**config.mk**
```make
export PLATFORM = sky130hd
export DESIGN_NAME = preload_scan_chain
export DESIGN_NICKNAME = d
export VERILOG_FILES = /design/src/rtl/psc_pkg.sv /design/src/rtl/psc_tclk_edge.sv /design/src/rtl/psc_reg_bank.sv /design/src/rtl/psc_dout.sv /design/src/rtl/preload_scan_chain.sv
export SDC_FILE = /design/constraint.sdc
export NUM_CORES = 1
export LEC_CHECK = 0
export ABC_CLOCK_PERIOD_IN_PS = 3400
export BUFFER_PORTS_ARGS = -buffer_cell sky130_fd_sc_hd__buf_2
export CORE_MARGIN = 3
export CORE_UTILIZATION = 54
export CTS_CLUSTER_DIAMETER = 200
export DETAILED_ROUTE_END_ITERATION = 12
export PLACE_DENSITY = 0.95
export SETUP_SLACK_MARGIN = 0.5
export SYNTH_ARGS = -nofsm -noshare
export SYNTH_HDL_FRONTEND = slang
export SYNTH_SLANG_ARGS = --single-unit
```
**constraint.sdc**
```tcl
create_clock -name clk -period 3.4 [get_ports clk]
set_input_delay 0.34 -clock clk [delete_from_list [all_inputs] [get_ports clk]]
set_output_delay 0.34 -clock clk [all_outputs]
set_load 0.05 [all_outputs]
```
**src/rtl/psc_pkg.sv**
```systemverilog
package psc_pkg;

    typedef enum logic [1:0] {
        SLOT_IO_A  = 2'd0,
        SLOT_IO_B  = 2'd1,
        SLOT_BURY  = 2'd2
    } slot_e;

    typedef struct packed {
        logic active;
        logic shift;
        logic hold_out;
    } scan_ctl_t;

    function automatic int slot_index(slot_e s, int base, int n_io, int k);
        case (s)
            SLOT_IO_A: return base + k;
            SLOT_IO_B: return base + n_io + k;
            default:   return base + 2 * n_io + k;
        endcase
    endfunction

    // Map a chain position to the flat register index it occupies.
    function automatic int chain_to_reg(int pos, int n_io, int n_bur);
        int per_q;
        int base;
        int r;
        int c;
        int idx;
        per_q = 2 * n_io + n_bur;
        base  = (pos / per_q) * per_q;
        r     = pos % per_q;
        c     = 0;
        idx   = 0;
        for (int k = 0; k < n_io; k++) begin
            if (c == r) idx = slot_index(SLOT_IO_B, base, n_io, k);
            c++;
            if (c == r) idx = slot_index(SLOT_IO_A, base, n_io, k);
            c++;
            if ((k % 2 == 1) && (k / 2 < n_bur)) begin
                if (c == r) idx = slot_index(SLOT_BURY, base, n_io, k / 2);
                c++;
            end
        end
        for (int b = n_io / 2; b < n_bur; b++) begin
            if (c == r) idx = slot_index(SLOT_BURY, base, n_io, b);
            c++;
        end
        return idx;
    endfunction

endpackage

```
**src/rtl/psc_tclk_edge.sv**
```systemverilog
module psc_tclk_edge
    import psc_pkg::*;
(
    input  logic      clk,
    input  logic      rst,
    input  logic      tm_en,
    input  logic      sec_lock,
    input  logic      tck,
    input  logic      sdo_hold,
    output scan_ctl_t ctl
);

    logic tck_q;

    always_ff @(posedge clk) begin
        if (rst) tck_q <= 1'b1;
        else     tck_q <= tck;
    end

    always_comb begin
        ctl.active   = tm_en & ~sec_lock;
        ctl.shift    = ctl.active & tck & ~tck_q;
        ctl.hold_out = sdo_hold;
    end

    assert_single_shift_R9: assert property (@(posedge clk) disable iff (rst)
        ctl.shift |=> !ctl.shift);

    assert_lock_blocks_R8: assert property (@(posedge clk) disable iff (rst)
        sec_lock |-> !ctl.shift);

endmodule

```
**src/rtl/psc_reg_bank.sv**
```systemverilog
module psc_reg_bank
    import psc_pkg::*;
#(
    parameter int N_QUAD = 4,
    parameter int N_IO   = 13,
    parameter int N_BUR  = 6
) (
    input  logic                                clk,
    input  logic                                rst,
    input  scan_ctl_t                           ctl,
    input  logic                                sdi,
    input  logic                                func_we,
    input  logic [N_QUAD*(2*N_IO+N_BUR)-1:0]    func_d,
    output logic [N_QUAD*(2*N_IO+N_BUR)-1:0]    reg_q,
    output logic                                tail
);

    localparam int PER_Q = 2 * N_IO + N_BUR;
    localparam int N     = N_QUAD * PER_Q;
    localparam int HEAD  = chain_to_reg(0, N_IO, N_BUR);
    localparam int TAIL  = chain_to_reg(N - 1, N_IO, N_BUR);

    logic [N-1:0] shifted;

    for (genvar p = 0; p < N; p++) begin : g_link
        localparam int DST = chain_to_reg(p, N_IO, N_BUR);
        if (p == 0) begin : g_head
            assign shifted[DST] = sdi;
        end else begin : g_body
            localparam int SRC = chain_to_reg(p - 1, N_IO, N_BUR);
            assign shifted[DST] = reg_q[SRC];
        end
    end

    always_ff @(posedge clk) begin
        if (rst) begin
            reg_q <= '0;
        end else if (ctl.active) begin
            if (ctl.shift) reg_q <= shifted;
        end else if (func_we) begin
            reg_q <= func_d;
        end
    end

    assign tail = reg_q[TAIL];

    assert_reset_clear_R1: assert property (@(posedge clk)
        rst |=> reg_q == '0);

    assert_func_load_R2: assert property (@(posedge clk) disable iff (rst)
        (!ctl.active && func_we) |=> reg_q == $past(func_d));

    assert_hold_between_R3: assert property (@(posedge clk) disable iff (rst)
        (ctl.active && !ctl.shift) |=> $stable(reg_q));

    assert_head_load_R4: assert property (@(posedge clk) disable iff (rst)
        ctl.shift |=> reg_q[HEAD] == $past(sdi));

endmodule

```
**src/rtl/psc_dout.sv**
```systemverilog
module psc_dout
    import psc_pkg::*;
(
    input  scan_ctl_t ctl,
    input  logic      tail,
    output logic      sdo,
    output logic      sdo_oe
);

    always_comb begin
        sdo_oe = ctl.active & ~ctl.hold_out;
        sdo    = sdo_oe ? tail : 1'b0;
    end

endmodule

```
**src/rtl/preload_scan_chain.sv**
```systemverilog
module preload_scan_chain
    import psc_pkg::*;
#(
    parameter int N_QUAD = 4,
    parameter int N_IO   = 13,
    parameter int N_BUR  = 6
) (
    input  logic                             clk,
    input  logic                             rst,
    input  logic                             func_we,
    input  logic [N_QUAD*(2*N_IO+N_BUR)-1:0] func_d,
    output logic [N_QUAD*(2*N_IO+N_BUR)-1:0] reg_q,
    input  logic                             tm_en,
    input  logic                             sec_lock,
    input  logic                             tck,
    input  logic                             sdi,
    input  logic                             sdo_hold,
    output logic                             sdo,
    output logic                             sdo_oe
);

    localparam int N        = N_QUAD * (2 * N_IO + N_BUR);
    localparam int PRE_TAIL = chain_to_reg(N - 2, N_IO, N_BUR);

    scan_ctl_t ctl;
    logic      tail;

    psc_tclk_edge u_ctl (
        .clk      (clk),
        .rst      (rst),
        .tm_en    (tm_en),
        .sec_lock (sec_lock),
        .tck      (tck),
        .sdo_hold (sdo_hold),
        .ctl      (ctl)
    );

    psc_reg_bank #(.N_QUAD(N_QUAD), .N_IO(N_IO), .N_BUR(N_BUR)) u_bank (
        .clk     (clk),
        .rst     (rst),
        .ctl     (ctl),
        .sdi     (sdi),
        .func_we (func_we),
        .func_d  (func_d),
        .reg_q   (reg_q),
        .tail    (tail)
    );

    psc_dout u_out (
        .ctl    (ctl),
        .tail   (tail),
        .sdo    (sdo),
        .sdo_oe (sdo_oe)
    );

    assert_fifo_out_R5: assert property (@(posedge clk) disable iff (rst)
        (ctl.shift && sdo_oe) |=> (!sdo_oe || sdo == $past(reg_q[PRE_TAIL])));

    assert_pad_quiet_R7: assert property (@(posedge clk) disable iff (rst)
        !sdo_oe |-> !sdo);

endmodule

```
==> results of run 1 <==
==> logic make-up (layout without fill, tap and decap cells) <==
logic type	after synthesis	count (layout)	share of synthesized area (%)
buffers and inverters	86	309	7.62
AO/OA/AOI/OAI	257	257	36.4
multiplexers	128	128	18.4
other	0	1	0
flip-flops	129	129	37.1
AND/OR/NAND/NOR	5	5	0.504
==> cell type report <==
| cell class | count | area [µm²] |
|---|---|---|
| Multi-Input combinational cell | 390 | 3860 |
| Fill cell | 913 | 3640 |
| Sequential cell | 129 | 2580 |
| Timing Repair Buffer | 279 | 1500 |
| Clock buffer | 24 | 472 |
| Tap cell | 168 | 210 |
| Clock inverter | 6 | 35.0 |
| Antenna cell | 1 | 2.50 |
==> metal layers <==
metal  global-route usage, %  part of all wire (%)
met3                    5.18                   6.2
met1                    33.7                    41
met2                    43.9                    50
met5                       0                     0
met4                    12.7                   3.4
==> path summary, 6_finish.rpt <==
| kind | endpoint | start | slack (ns) | cells after the start |
|---|---|---|---|---|
| max | u_bank.reg_q[70]$_SDFFE_PP0P_ | u_ctl.tck_q$_SDFF_PP1_ | 1.39 | 4 |
| min | u_ctl.tck_q$_SDFF_PP1_ | tck | 0.17 | 2 |
| max reg2reg | u_bank.reg_q[70]$_SDFFE_PP0P_ | u_ctl.tck_q$_SDFF_PP1_ | 1.39 | 4 |
| min reg2reg | u_bank.reg_q[118]$_SDFFE_PP0P_ | u_bank.reg_q[104]$_SDFFE_PP0P_ | 0.59 | 2 |
==> cell usage in the layout, fill, tap and decap left out <==
cell        count
buf_12          5
a211oi_2      120
clkbuf_8        2
and4bb_4        1
mux2i_1       128
nand2b_4        1
clkinv_2        4
a211oi_1      136
nor2_1          1
or2_2           1
diode_2         1
buf_6           1
buf_2         263
clkbuf_1        5
and2_1          1
a21o_4          1
clkbuf_16      17
dfxtp_1       129
buf_4          10
clkinvlp_4      2
==> registers in the layout, summed over array words and instances (netlist names) <==
name	cells
u_bank.reg_q	128
u_ctl.tck_q	1
==> power groups by stage <==
stage / registers, mW / logic, mW / clock network (mW)
after floorplan: 2.20 / 0.545 / 0
after global placement: 1.78 / 1.24 / 0
after detailed placement: 1.79 / 1.26 / 0
after CTS: 1.76 / 1.27 / 1.60
after global routing: 1.78 / 1.33 / 1.67
final: 1.76 / 1.27 / 1.59
==> through the flow <==
step | utilization (%) | hold slack, ns | worst slack [ns] | instances
2_1_floorplan | - | 0.447 | 0.911 | 605
3_3_place_gp | 66.3 | 0.555 | 1.23 | 966
3_5_place_dp | 66.3 | 0.580 | 1.19 | 966
4_1_cts | 70.4 | 0.159 | 1.39 | 996
5_1_grt | 70.4 | 0.183 | 1.27 | 997
6_report | 70.4 | 0.165 | 1.39 | 997
==> results_dict.tcl, run 1 <==
set metrics [dict create \
    placed_cell_area_um2 8160 \
    cts_root_buf "clkbuf_16" \
    rsz0062_at_grt "no" \
    slew_viol_final 0 \
    dp_hpwl_um 13400 \
    numPortBuffers 265 \
    path_class "register to register" \
    p_comb_share_pct 27.4 \
    dieArea_um2 14300 \
    initial_core_util_pct 56.5 \
    path_clk_slew_ns 0.06 \
    hold_class "input port to register" \
    wl_per_cell_um 19.8 \
    grt_max_degree 126 \
    vias 6144 \
    cp_top_family "compound AO/OA/AOI/OAI gates" \
    switchingPower_mw 1.62 \
    coreArea_um2 12300 \
    die_y_um 120 \
    p_seq_share_pct 38.2 \
    path_cells "and4bb_4 > a21o_4 > buf_12 > a211oi_2" \
    end_kind "register" \
    synth_cells 605 \
    ant_nets 0 \
    syn2layout_area_growth_pct 24.6 \
    power.density_nw_per_um2 532 \
    synthArstFlopShare_pct 0 \
    p_total_mw 4.61 \
    yosysMostFrequentCell "a211oi_1" \
    synth_top_area_cell "dfxtp_1" \
    ys_types 14 \
    nets 953 \
    antenna_found_initial 1 \
    cts_setup_buffers 0 \
    synthTopCellsByArea "dfxtp_1 (37%), a211oi_2 (22%), mux2i_1 (18%), a211oi_1 (15%), buf_4 (2.2%)" \
    cts_tree "yes" \
    setup-violations-final 0 \
    firstDrtPassIters 4 \
    place_congestion 0.846 \
    clk-insertion-delay-late_ns 0.40 \
    outcome "complete, no violations" \
    p_int_mw 2.99 \
    synth-seq-cells 129 \
    grt.total_usage_pct 26.7 \
    overflow 0 \
    switching_share_pct 35.1 \
    cts_made_buffers 17 \
    grt_pass1_wl_um 31400 \
    syn_nets 741 \
    timing.final.crit_share_pct 59.0 \
    yosys_warnings 0 \
    viasPerCell 6.16 \
    syn_area_per_cell_um2 11.5 \
    row_count 40 \
    clock_sinks 129 \
    path_buf_inv 1 \
    routed_wirelength_um 19700 \
    layout-drive-gt1-share_pct 51.7 \
    drv_cap 0 \
    ys.flop_type "dfxtp_1" \
    finalClockSkew_ns 0.0118 \
    fmax_mhz 499 \
    synth_common_cells "a211oi_1 (136), dfxtp_1 (129), mux2i_1 (128), a211oi_2 (120), buf_2 (28)" \
    worstMarginPinSlew_ns 0.743 \
    slew_headroom_pct 50.5 \
    critPathSlowestCell "and4bb_4" \
    min_period_ns 2.01 \
    synth_edf_count 0 \
    cp_max_fo 37 \
    synth_seq_area_share_pct 37.1 \
    postCtsResizedCells 0 \
    hold_viol_final 0 \
    pwr-share-clk_pct 34.4 \
    setup_tns_ns 0 \
    leakagePower_nw 4.07 \
    hold_buffers 0 \
    netlist.area_leader.share_pct 37.1 \
    drt_iter0_markers 470 \
    grt_pass1_vias 6017 \
    peakVddDrop_mv 0.305 \
    drcViolationCount 0 \
    netlist_area_um2 6960 \
    h-tree-depth 4 \
    cp.arrival_ns 2.27 \
    cts_max_path_buffers 2 \
    max_stage_delay_ns 0.59 \
    required_ns 3.66 \
    dieWidth_um 120 \
    cp-start-kind "register" \
    pin_count 266 \
    stdcell_area_um2 8670 \
]
Note: power is estimated with default switching activity, not from simulation.
==> run 2, diff against run 1 <==
Settings changed: ABC_CLOCK_PERIOD_IN_PS 3400 to 1900, CORE_UTILIZATION 54 to 50, PLACE_DENSITY 0.95 to 0.9.
Clock period 3.4 ns to 1.9 ns, I/O delays scaled along.
==> results_dict.tcl, run 2 (same netlist as run 1, synthesis figures left out) <==
set metrics [dict create \
    outcome "complete, no violations" \
    vias 6586 \
    layout-drive-gt1-share_pct 59.0 \
    top_regs "u_bank.reg_q: 128 flops, u_ctl.tck_q: 1 flops" \
    timing.final.crit_share_pct 78.6 \
    path_class "register to register" \
    cts_tree "yes" \
    dp_slack_ns 0.319 \
    multiInputGateArea_um2 4050 \
    routed_wirelength_um 24300 \
    leakagePower_nw 4.56 \
    rsz0062_at_grt "yes" \
    critPathSlowestCell "a211oi_1" \
    initial_core_util_pct 51.9 \
    clock_sinks 129 \
    ant_nets 0 \
    place_congestion 0.816 \
    diodes 0 \
    setup-violations-final 0 \
    layout_commonest_cell "buf_2" \
    clk-insertion-delay-late_ns 0.43 \
    viasPerCell 6.26 \
    whs_ns 0.121 \
    overflow 0 \
    fill_cells 876 \
    path_clk_slew_ns 0.06 \
    dp_hpwl_um 13700 \
    dieArea_um2 15400 \
    end_kind "register" \
    max_stage_delay_ns 0.35 \
    coreArea_um2 13400 \
    antenna_found_initial 0 \
    row_count 42 \
    worstMarginPinSlew_ns 0.584 \
    min_period_ns 1.49 \
    final_util_pct 73.5 \
    peakVddDrop_mv 0.609 \
    syn2layout_area_growth_pct 41.6 \
    fin_cells 1052 \
    placed_cell_area_um2 8470 \
    ff_latch_area_um2 2580 \
    fmax_mhz 669 \
    largest_reg_flops 128 \
    cp-start-kind "register" \
    dp_cells 992 \
    stdcell_area_um2 9850 \
    mostFrequentLayoutCells "buf_2 (262), a211oi_2 (154), mux2i_1 (128), dfxtp_1 (128), a211oi_1 (102)" \
    wl_per_cell_um 23.1 \
    cp_max_fo 9 \
    cts_made_buffers 17 \
    slew_headroom_pct 61.1 \
    pin_count 266 \
    firstDrtPassIters 4 \
    grt_pass1_vias 5985 \
    hold_viol_final 0 \
    drv_cap 0 \
    p_total_mw 9.23 \
    cp.arrival_ns 1.78 \
    numPortBuffers 265 \
    path_cells "and4bb_4 > buf_12 > clkbuf_16 > a211oi_1 > a211oi_2" \
    h-tree-depth 4 \
    path_buf_inv 2 \
    grt_pass1_wl_um 30900 \
    cp_top_family "compound AO/OA/AOI/OAI gates" \
    die_y_um 124 \
    required_ns 2.19 \
    hold_class "input port to register" \
    drcViolationCount 0 \
    finalClockSkew_ns 0.00639 \
    power.density_nw_per_um2 937 \
    grt.total_usage_pct 25.2 \
    dieWidth_um 124 \
    drt_iter0_markers 533 \
    cts_root_buf "clkbuf_16" \
    nets 999 \
    cts_max_path_buffers 2 \
    grt_max_degree 80 \
    slew_viol_final 0 \
    largest_register "u_bank.reg_q" \
    fin_ws_ns 0.406 \
    setup_tns_ns 0 \
]
==> run 2: cell types whose count changed in the layout (fill, tap and decap cells not counted), sizes merged <==
cell / change
dlygate4sd3: +1
diode: -1
buf: +33
clkbuf: +6
clkinvlp: +3
bufinv: +4
a21o: +1
==> run 2: cell type report <==
cell class	count	area share [%]
Multi-Input combinational cell	391	41.1
Sequential cell	129	26.2
Tap cell	176	2.23
Timing Repair Buffer	324	23.9
Clock buffer	19	4.60
Clock inverter	13	1.88
==> run 2: routing by layer <==
| metal | vias up | global-route usage (%) | share of wire (%) |
|---|---|---|---|
| li1 | 2947 | - | - |
| met1 | 3226 | 31.0 | 41 |
| met2 | 352 | 41.8 | 49 |
| met3 | 61 | 6.77 | 7.7 |
| met4 | 0 | 10.1 | 2.5 |
| met5 | - | 0 | 0 |
==> run 2: worst paths after layout <==
kind,start,endpoint,slack [ns],cells after the start
min reg2reg,u_bank.reg_q[44]$_SDFFE_PP0P_,u_bank.reg_q[44]$_SDFFE_PP0P_,0.57,2
max,u_ctl.tck_q$_SDFF_PP1_,u_bank.reg_q[103]$_SDFFE_PP0P_,0.41,5
max reg2reg,u_ctl.tck_q$_SDFF_PP1_,u_bank.reg_q[103]$_SDFFE_PP0P_,0.41,5
min,func_d[120],u_bank.reg_q[120]$_SDFFE_PP0P_,0.12,3
==> run 2: timing repair <==
action / 4_1_cts / 5_1_grt
cloned: 0 / 20
pin swaps: 0 / 47
hold endpoints to repair: 1 / 0
endpoints found under the setup margin: 116 / 104
hold buffers: 1 / 0
setup buffers: 2 / 5
resized for setup: 2 / 56
==> run 2: worst reg2reg max path: stages (launching register included) <==
cell and delay (ns):
dfxtp_1 0.31, and4bb_4 0.27, buf_12 0.16, clkbuf_16 0.18
a211oi_1 0.36, a211oi_2 0.08
==> run 2: where the power goes <==
part / internal [mW] / total [mW] / leakage, nW / switching [mW]
registers: 2.94 / 3.16 / 1.07 / 0.222
clock network: 2.26 / 3.54 / 0.297 / 1.28
logic: 0.867 / 2.53 / 3.20 / 1.66
